==> src/rtl/mmio_uart_regs.sv <==
module mmio_uart_regs #(
  parameter int ADDR_W = 4,
  parameter int DEPTH  = 16
) (
  input  logic              clk,
  input  logic              rst,
  input  logic              req_valid,
  output logic              req_ready,
  input  logic [ADDR_W-1:0] req_addr,
  input  logic              req_we,
  input  logic [31:0]       req_wdata,
  output logic              rsp_valid,
  input  logic              rsp_ready,
  output logic [31:0]       rsp_rdata,
  output logic              rsp_err,
  output logic              tx_valid,
  input  logic              tx_ready,
  output logic [7:0]        tx_byte,
  input  logic              rx_valid,
  input  logic [7:0]        rx_byte
);
  localparam int PW = (DEPTH > 1) ? $clog2(DEPTH) : 1;
  localparam int CW = $clog2(DEPTH + 1);

  logic [7:0]    fifo [DEPTH];
  logic [PW-1:0] wp, rp;
  logic [CW-1:0] fill;
  logic sel_tx, sel_rx, sel_st, legal, accept, empty, full, push, pop;
  logic unused_wdata;

  assign sel_tx = req_addr == ADDR_W'(0);
  assign sel_rx = req_addr == ADDR_W'(4);
  assign sel_st = req_addr == ADDR_W'(8);
  assign legal  = (sel_tx && req_we) || ((sel_rx || sel_st) && !req_we);

  assign tx_valid  = req_valid && !rsp_valid && sel_tx && req_we;
  assign tx_byte   = req_wdata[7:0];
  assign req_ready = !rsp_valid && (!(sel_tx && req_we) || tx_ready);
  assign accept    = req_valid && req_ready;

  assign empty = fill == '0;
  assign full  = fill == CW'(DEPTH);
  assign push  = rx_valid && !full;
  assign pop   = accept && sel_rx && !req_we && !empty;
  assign unused_wdata = ^req_wdata[31:8];

  always_ff @(posedge clk)
    if (push) fifo[wp] <= rx_byte;

  always_ff @(posedge clk) begin
    if (rst) begin
      wp <= '0;
      rp <= '0;
      fill <= '0;
    end else begin
      if (push) wp <= (wp == PW'(DEPTH - 1)) ? '0 : wp + 1'b1;
      if (pop)  rp <= (rp == PW'(DEPTH - 1)) ? '0 : rp + 1'b1;
      fill <= fill + CW'(push) - CW'(pop);
    end
  end

  always_ff @(posedge clk) begin
    if (rst) begin
      rsp_valid <= 1'b0;
      rsp_err   <= 1'b0;
      rsp_rdata <= '0;
    end else if (accept) begin
      rsp_valid <= 1'b1;
      rsp_err   <= !legal;
      if (!legal)      rsp_rdata <= '0;
      else if (sel_rx) rsp_rdata <= {24'd0, empty ? 8'd0 : fifo[rp]};
      else if (sel_st) rsp_rdata <= {30'd0, !empty, !tx_ready};
      else             rsp_rdata <= '0;
    end else if (rsp_ready) begin
      rsp_valid <= 1'b0;
    end
  end
endmodule

==> config.mk <==
export PLATFORM = sky130hd
export DESIGN_NAME = mmio_uart_regs
export DESIGN_NICKNAME = d
export VERILOG_FILES = /design/src/rtl/mmio_uart_regs.sv
export SDC_FILE = /design/constraint.sdc
export NUM_CORES = 1
export LEC_CHECK = 0
export BUFFER_PORTS_ARGS = -buffer_cell sky130_fd_sc_hd__buf_2
export CORE_MARGIN = 5
export CORE_UTILIZATION = 60
export CTS_CLUSTER_DIAMETER = 80
export DETAILED_ROUTE_END_ITERATION = 8
export PLACE_DENSITY = 0.8
export SLEW_MARGIN = 20
export SYNTH_ARGS = -nofsm -noshare
export SYNTH_HDL_FRONTEND = slang
export SYNTH_SLANG_ARGS = --single-unit
==> constraint.sdc <==
create_clock -name clk -period 5.35 [get_ports clk]
set_clock_uncertainty 0.2 [all_clocks]
set_input_delay 0.535 -clock clk [delete_from_list [all_inputs] [get_ports clk]]
set_output_delay 0.535 -clock clk [all_outputs]
set_load 0.01 [all_outputs]
==> run_results.csv, run 1 <==
group,metric,value,unit
worst_setup_path,r2r-start,"fill[3]",
worst_setup_path,crit_required,5600,ps
worst_setup_path,max_stage_delay,480,ps
yosys,async_flop_share,0,
route,drc,0,
sta,whs,74.8,ps
power_and_ir_drop,p_per_area,381,nW/um^2
layout,syn_to_final_growth,10.6,%
cts,cts_buffer_depth,2,
sta,finalHoldViolations,0,
cts,cts_tree,"yes",
layout,ff_latch_area,4390,sq um
worst_setup_path,crit_path_end,"fill[4]",
placed_design,port_buffers,30,
worst_setup_path,rrSetupSlack,2000,ps
floorplanning,rows,38,
route,via_count,3613,
run,drv_cap,0,
floorplanning,die_w,115,microns
route,vias_per_cell,6.04,
power_and_ir_drop,fin_total_pwr,2780,uW
hold_path,holdCritPathClass,"input pin to register",
worst_setup_path,cp_cell_sequence,"inv_1, ha_1, nor4b_2, nand4b_1, inv_1, ha_1, inv_1, ha_1, fa_1, a21oi_1, nor2_1, or3_1, a21oi_1",
cts,cts-resized-gates,0,
layout,layout.nets,508,
cts,cts_made_buffers,17,
yosys,synth-edff-count,128,
route,antenna_left,0,
layout,layout.cells.non_filler,598,
placed_design,placedCellCount,566,
cts,htreeDepth,4,
yosys,synthTopCellsByArea,"edfxtp_1, dfxtp_1, mux4_2, mux4_1, buf_4",
floorplanning,die_y,115,microns
yosys,ys.flop_type,"edfxtp_1",
sta,worst_pin_slew,1000,ps
yosys,synth_seq_cells,155,
sta,slew_violations,0,
yosys,syn-cell-area,6590,sq um
global_route,antenna_found_initial,0,
worst_setup_path,r2r_end,"fill[4]",
run_status,outcome,"finished, final reports clean",
cts,clk_latency,520,ps
route,wire_per_inst,21.6,microns
floorplanning,fp.dieArea,13200,sq um
layout,diodes,0,
layout,fill_cells,696,
worst_setup_path,start_kind,"register",
sta,rsz0062_at_grt,"false",
route,drt-initial-drc-count,406,
yosys,yosys_warnings,0,
cts,postCtsHoldBufs,0,
yosys,syn_avg_cell_area,15.8,sq um
floorplanning,pin_count,95,
cts,path_clk_slew,60,ps
cts,clock_sinks,155,
placed_design,globalplace.congestion,0.795,
route,dr_wl_met3,1190,microns
route,top_layer,"met4",
yosys,yosysSeqAreaShare,0.665,
worst_setup_path,startpoint,"fill[3]",
sta,fin_crit,3350,ps
worst_setup_path,worstSetupPathType,"register to register",
worst_setup_path,ff2ff_path_depth,13,
route,finalWirelength,12900,microns
layout,post-route-util,0.676,
worst_setup_path,cp_slowest_cell,"nor4b_2",
global_route,grt_overflow_total,0,
layout,multi_input_comb_area,1900,sq um
cts,cts_root_buf,"clkbuf_8",
layout,drive_gt1_frac,0.194,
sta,fmax,299,MHz
yosys,yosysTopAreaCell,"edfxtp_1",
yosys,synth_top_area_share,0.583,
global_route,grt_use_total,0.206,
sta,setup_viol,0,
route,wl_met1,4900,microns
worst_setup_path,path_max_fanout,4,
global_route,grt_pass1_wl,19900,microns
floorplanning,start_util,0.611,
worst_setup_path,endpoint_kind,"register",
global_route,grt_pass1_vias,3587,
cts,post_cts_buffers,0,
worst_setup_path,critPathArrivalTime,3600,ps
sta,fin_tns_setup,0,ps
power_and_ir_drop,p_leak,0.00249,uW
floorplanning,core,10800,sq um
global_route,grt_max_degree,36,
route,wl_met2,6760,microns
placed_design,dpl.hpwl,8080,microns
yosys,synth.distinct_cells,48,
power_and_ir_drop,ir_drop,187,uV
yosys,synth_cells,418,
sta,period_share,0.625,
sta,slew_headroom,0.329,
route,drtPass1Iterations,5,
## cell usage after synthesis, drive strengths merged (3+ instances only)
cell type / n
a31oi: 4
nand2b: 6
dfxtp: 27
xor2: 3
a311oi: 3
a221o: 7
buf: 43
edfxtp: 128
mux4: 29
clkbuf: 8
mux2i: 8
nor2b: 6
or3: 5
a21oi: 13
xnor2: 3
a2111oi: 6
ha: 11
nor2: 19
nor3: 6
o21ai: 5
nand3: 6
inv: 13
nand2: 35
## layout by cell type (no fill, tap or decap), types with 7 or more instances in the layout
cell / instances
edfxtp_1: 128
mux4_1: 12
ha_1: 11
dfxtp_1: 26
buf_2: 30
conb_1: 24
nor2_1: 19
nand2_1: 35
a221o_1: 7
mux2i_1: 8
mux4_2: 17
a21oi_1: 13
inv_1: 13
clkbuf_16: 16
## layer usage
| metal | track usage | up-vias |
|---|---|---|
| met1 | 0.266 | 1803 |
| li1 | - | 1610 |
| met4 | 0.0673 | 0 |
| met2 | 0.344 | 186 |
| met5 | 0 | - |
| met3 | 0.0568 | 14 |
## worst max-delay path: cells and delay by family, from the launching register on
| kind | cells | cell delay, ps |
|---|---|---|
| simple gates | 4 | 1140 |
| fa+ha+maj | 4 | 1060 |
| flops | 1 | 320 |
| compound gates | 2 | 280 |
| buf+inv | 3 | 260 |
## cell type report
cell class	count	area share
clock buffers	21	0.0602
clock inverters	11	0.0201
inverters	13	0.00669
multi-input cells	222	0.261
flip-flops and latches	155	0.602
well taps	140	0.0240
repair buffers	36	0.0268
## worst min-delay path by stage
| stage | to | start | slack, ps | cells past startpoint |
|---|---|---|---|---|
| after floorplan | register | rp[3] | 270 | 1 |
| after global placement | rsp_err | rsp_err | 240 | 2 |
| after detailed placement | rsp_err | rsp_err | 260 | 2 |
| after CTS | rsp_valid | rsp_ready | 60 | 3 |
| after global routing | rsp_valid | rsp_ready | 80 | 3 |
| final | rsp_valid | rsp_ready | 70 | 3 |
## through the flow
stage          cell area (sq um)  worst slack [ps]
2_1_floorplan               6680              2490
3_3_place_gp                6710              2100
3_5_place_dp                6710              2030
4_1_cts                     7290              2010
5_1_grt                     7290              1720
6_report                    7290              2000
## kinds of logic after synthesis
kind of cell / synth area share
AO/OA/AOI/OAI: 0.0507
XOR/XNOR: 0.00797
adder cells (fa/ha/maj): 0.0239
buffers and inverters: 0.0598
flip-flops: 0.665
multiplexers: 0.121
other: 0.000569
AND/OR/NAND/NOR: 0.0706
## state kept, by name, indices dropped and copies added (netlist names), named ones only
register / flops
fifo: 128
fill: 5
rp: 4
rsp_err: 1
rsp_rdata: 8
rsp_valid: 1
wp: 4
## report_power, final
part,switching [uW],internal [uW],total (uW)
clock,453,722,1170
combinational,142,96.3,239
sequential,20.2,1350,1370
No activity file was read; power rests on OpenSTA's default activity.
==> run 2, diff against run 1 <==
--- a/config.mk
+++ b/config.mk
@@ -7,10 +7,10 @@
 export LEC_CHECK = 0
 export BUFFER_PORTS_ARGS = -buffer_cell sky130_fd_sc_hd__buf_2
 export CORE_MARGIN = 5
-export CORE_UTILIZATION = 60
+export CORE_UTILIZATION = 51
 export CTS_CLUSTER_DIAMETER = 80
 export DETAILED_ROUTE_END_ITERATION = 8
-export PLACE_DENSITY = 0.8
+export PLACE_DENSITY = 0.72
 export SLEW_MARGIN = 20
 export SYNTH_ARGS = -nofsm -noshare
 export SYNTH_HDL_FRONTEND = slang
==> constraint.sdc (replaced) <==
create_clock -name clk -period 2.95 [get_ports clk]
set_clock_uncertainty 0.2 [all_clocks]
set_input_delay 0.295 -clock clk [delete_from_list [all_inputs] [get_ports clk]]
set_output_delay 0.295 -clock clk [all_outputs]
set_load 0.01 [all_outputs]
==> run 2 against run 1 <==
Maximum frequency increased by 17%. Total power increased by 85%. Routed wire length increased by 3.7%. Worst hold slack got worse by 46 ps. Sequential share of layout area decreased by 2.4 points. Count of clock-buffer cells in the layout decreased by 4. Setup slack got worse by 1900 ps. Final cell count increased by 10%. Combinational power increased by 120%. First-iteration DRC count increased by 15%.
==> run_results.csv, run 2 (synthesis results as in run 1) <==
group,metric,value,unit
worst_setup_path,worstSetupPathType,"register to register",
worst_setup_path,endpoint_kind,"register",
power_and_ir_drop,p_leak,0.00266,uW
global_route,grt_use_met1,0.251,
layout,final_common_cell,"edfxtp_1",
hold_path,holdCritPathClass,"input pin to register",
worst_setup_path,critPathArrivalTime,3000,ps
cts,htreeDepth,4,
cts,clock_sinks,155,
route,antenna_left,0,
worst_setup_path,ff2ff_path_depth,13,
placed_design,dpl.hpwl,8840,microns
placed_design,place_ws,-36.5,ps
sta,setup_slack,103,ps
global_route,grt_use_met2,0.302,
global_route,grt_use_total,0.189,
sta,worst_pin_slew,674,ps
sta,slew_violations,0,
route,drtPass1Iterations,5,
power_and_ir_drop,ir_drop,382,uV
layout,top_register,"fifo",
layout,post-route-util,0.599,
run_status,outcome,"finished, final reports clean",
route,drt-initial-drc-count,466,
cts,cts_tree,"yes",
cts,cts_root_buf,"clkbuf_16",
layout,diodes,0,
sta,finalHoldViolations,0,
worst_setup_path,crit_cells,13,
sta,whs,29.2,ps
floorplanning,fp.dieArea,15300,sq um
layout,layout.nets,537,
floorplanning,die_w,124,microns
floorplanning,rows,41,
floorplanning,die_y,124,microns
global_route,antenna_found_initial,0,
placed_design,placed_area,6950,sq um
sta,fin_crit,2850,ps
floorplanning,pin_count,95,
sta,period_share,0.965,
route,finalWirelength,13400,microns
sta,setup_viol,0,
sta,slew_headroom,0.539,
layout,mostFrequentLayoutCells,"edfxtp_1, nand2_1, buf_4",
worst_setup_path,cp_num_buf_inv,3,
layout,layout.cells.non_filler,659,
power_and_ir_drop,p_per_area,677,nW/um^2
hold_path,min_path_cells,3,
layout,reg.largest.list,"fifo: 128 flops, rsp_rdata: 8 flops, fill: 5 flops",
cts,clk_latency,420,ps
global_route,busiest_layer,"met2",
sta,fmax,351,MHz
floorplanning,start_util,0.520,
worst_setup_path,cp_cell_sequence,"inv_2, ha_2, nor4b_4, nand4b_1, inv_2, ha_1, inv_1, ha_2, fa_2, a21oi_2, nor2_1, or3_1, a21oi_2",
worst_setup_path,crit_family,"adder cells",
global_route,grt_overflow_total,0,
worst_setup_path,start_kind,"register",
cts,cts_made_buffers,17,
worst_setup_path,max_stage_delay,370,ps
route,via_count,3710,
global_route,grt_pass1_vias,3701,
cts,path_clk_slew,60,ps
worst_setup_path,cp_slowest_cell,"fa_2",
placed_design,placedCellCount,623,
layout,syn_to_final_growth,15.2,%
route,wire_per_inst,20.4,microns
layout,largest_register_ff_count,128,
layout,drive_gt1_frac,0.263,
route,drc,0,
worst_setup_path,path_max_fanout,2,
cts,cts_buffer_depth,2,
global_route,use_met3,0.0545,
layout,design_area,7590,sq um
placed_design,globalplace.congestion,0.819,
route,vias_per_cell,5.63,
worst_setup_path,crit_required,3100,ps
global_route,grt_pass1_wl,20800,microns
global_route,grt_max_degree,19,
floorplanning,core,12700,sq um
layout,fill_cells,920,
placed_design,port_buffers,30,
run,drv_cap,0,
## run 2: power by group
part,leakage (uW),total (uW),internal [uW],switching [uW]
logic,0.00100,516,230,286
clock network,0.000286,2150,1260,883
registers,0.00138,2480,2440,40.8
total,0.00266,5140,3930,1210
## run 2: what timing repair did
item,in CTS,in global routing
pin swaps,0,3
gates resized for setup,2,8
endpoints found under the setup margin,1,1
setup buffers,2,1
hold buffers,1,0
endpoints found under the hold margin,1,0
## run 2: worst reg2reg max path: stages (launching register included)
cell      delay [ps]
dfxtp_2          330
inv_2             60
ha_2             180
nor4b_4          230
nand4b_1         210
inv_2             60
ha_1             270
inv_1             40
ha_2             180
fa_2             370
a21oi_2          120
nor2_1            60
or3_1            360
a21oi_2          120
## run 2: routing by layer
layer	part of all wire	routed length [microns]	vias up
met1	0.41	5490	1866
met4	0.015	201	0
li1	-	-	1670
met5	0	0	-
met2	0.49	6600	158
met3	0.084	1130	16
## run 2: final cells by class
| class | instances | area (sq um) | share of cell area |
|---|---|---|---|
| clock buffers | 17 | 425 | 0.0560 |
| clock inverters | 15 | 164 | 0.0216 |
| inverters | 13 | 48.8 | 0.00643 |
| multi-input cells | 222 | 1920 | 0.253 |
| flip-flops and latches | 155 | 4390 | 0.578 |
| well taps | 172 | 215 | 0.0283 |
| repair buffers | 65 | 428 | 0.0564 |
## run 2: through the flow
step	setup TNS (ps)	total power, uW
floorplan	0	2850
global placement	0	2950
detailed placement	-36.5	2980
CTS	0	5140
global route	-8.44	5340
finish	0	5140
## run 2: worst paths after layout
check	slack [ps]	to	from
min	30	rsp_err	req_addr[1]
max	100	fill[4]	fill[3]
max reg2reg	100	fill[4]	fill[3]
min reg2reg	260	rsp_err	rsp_err
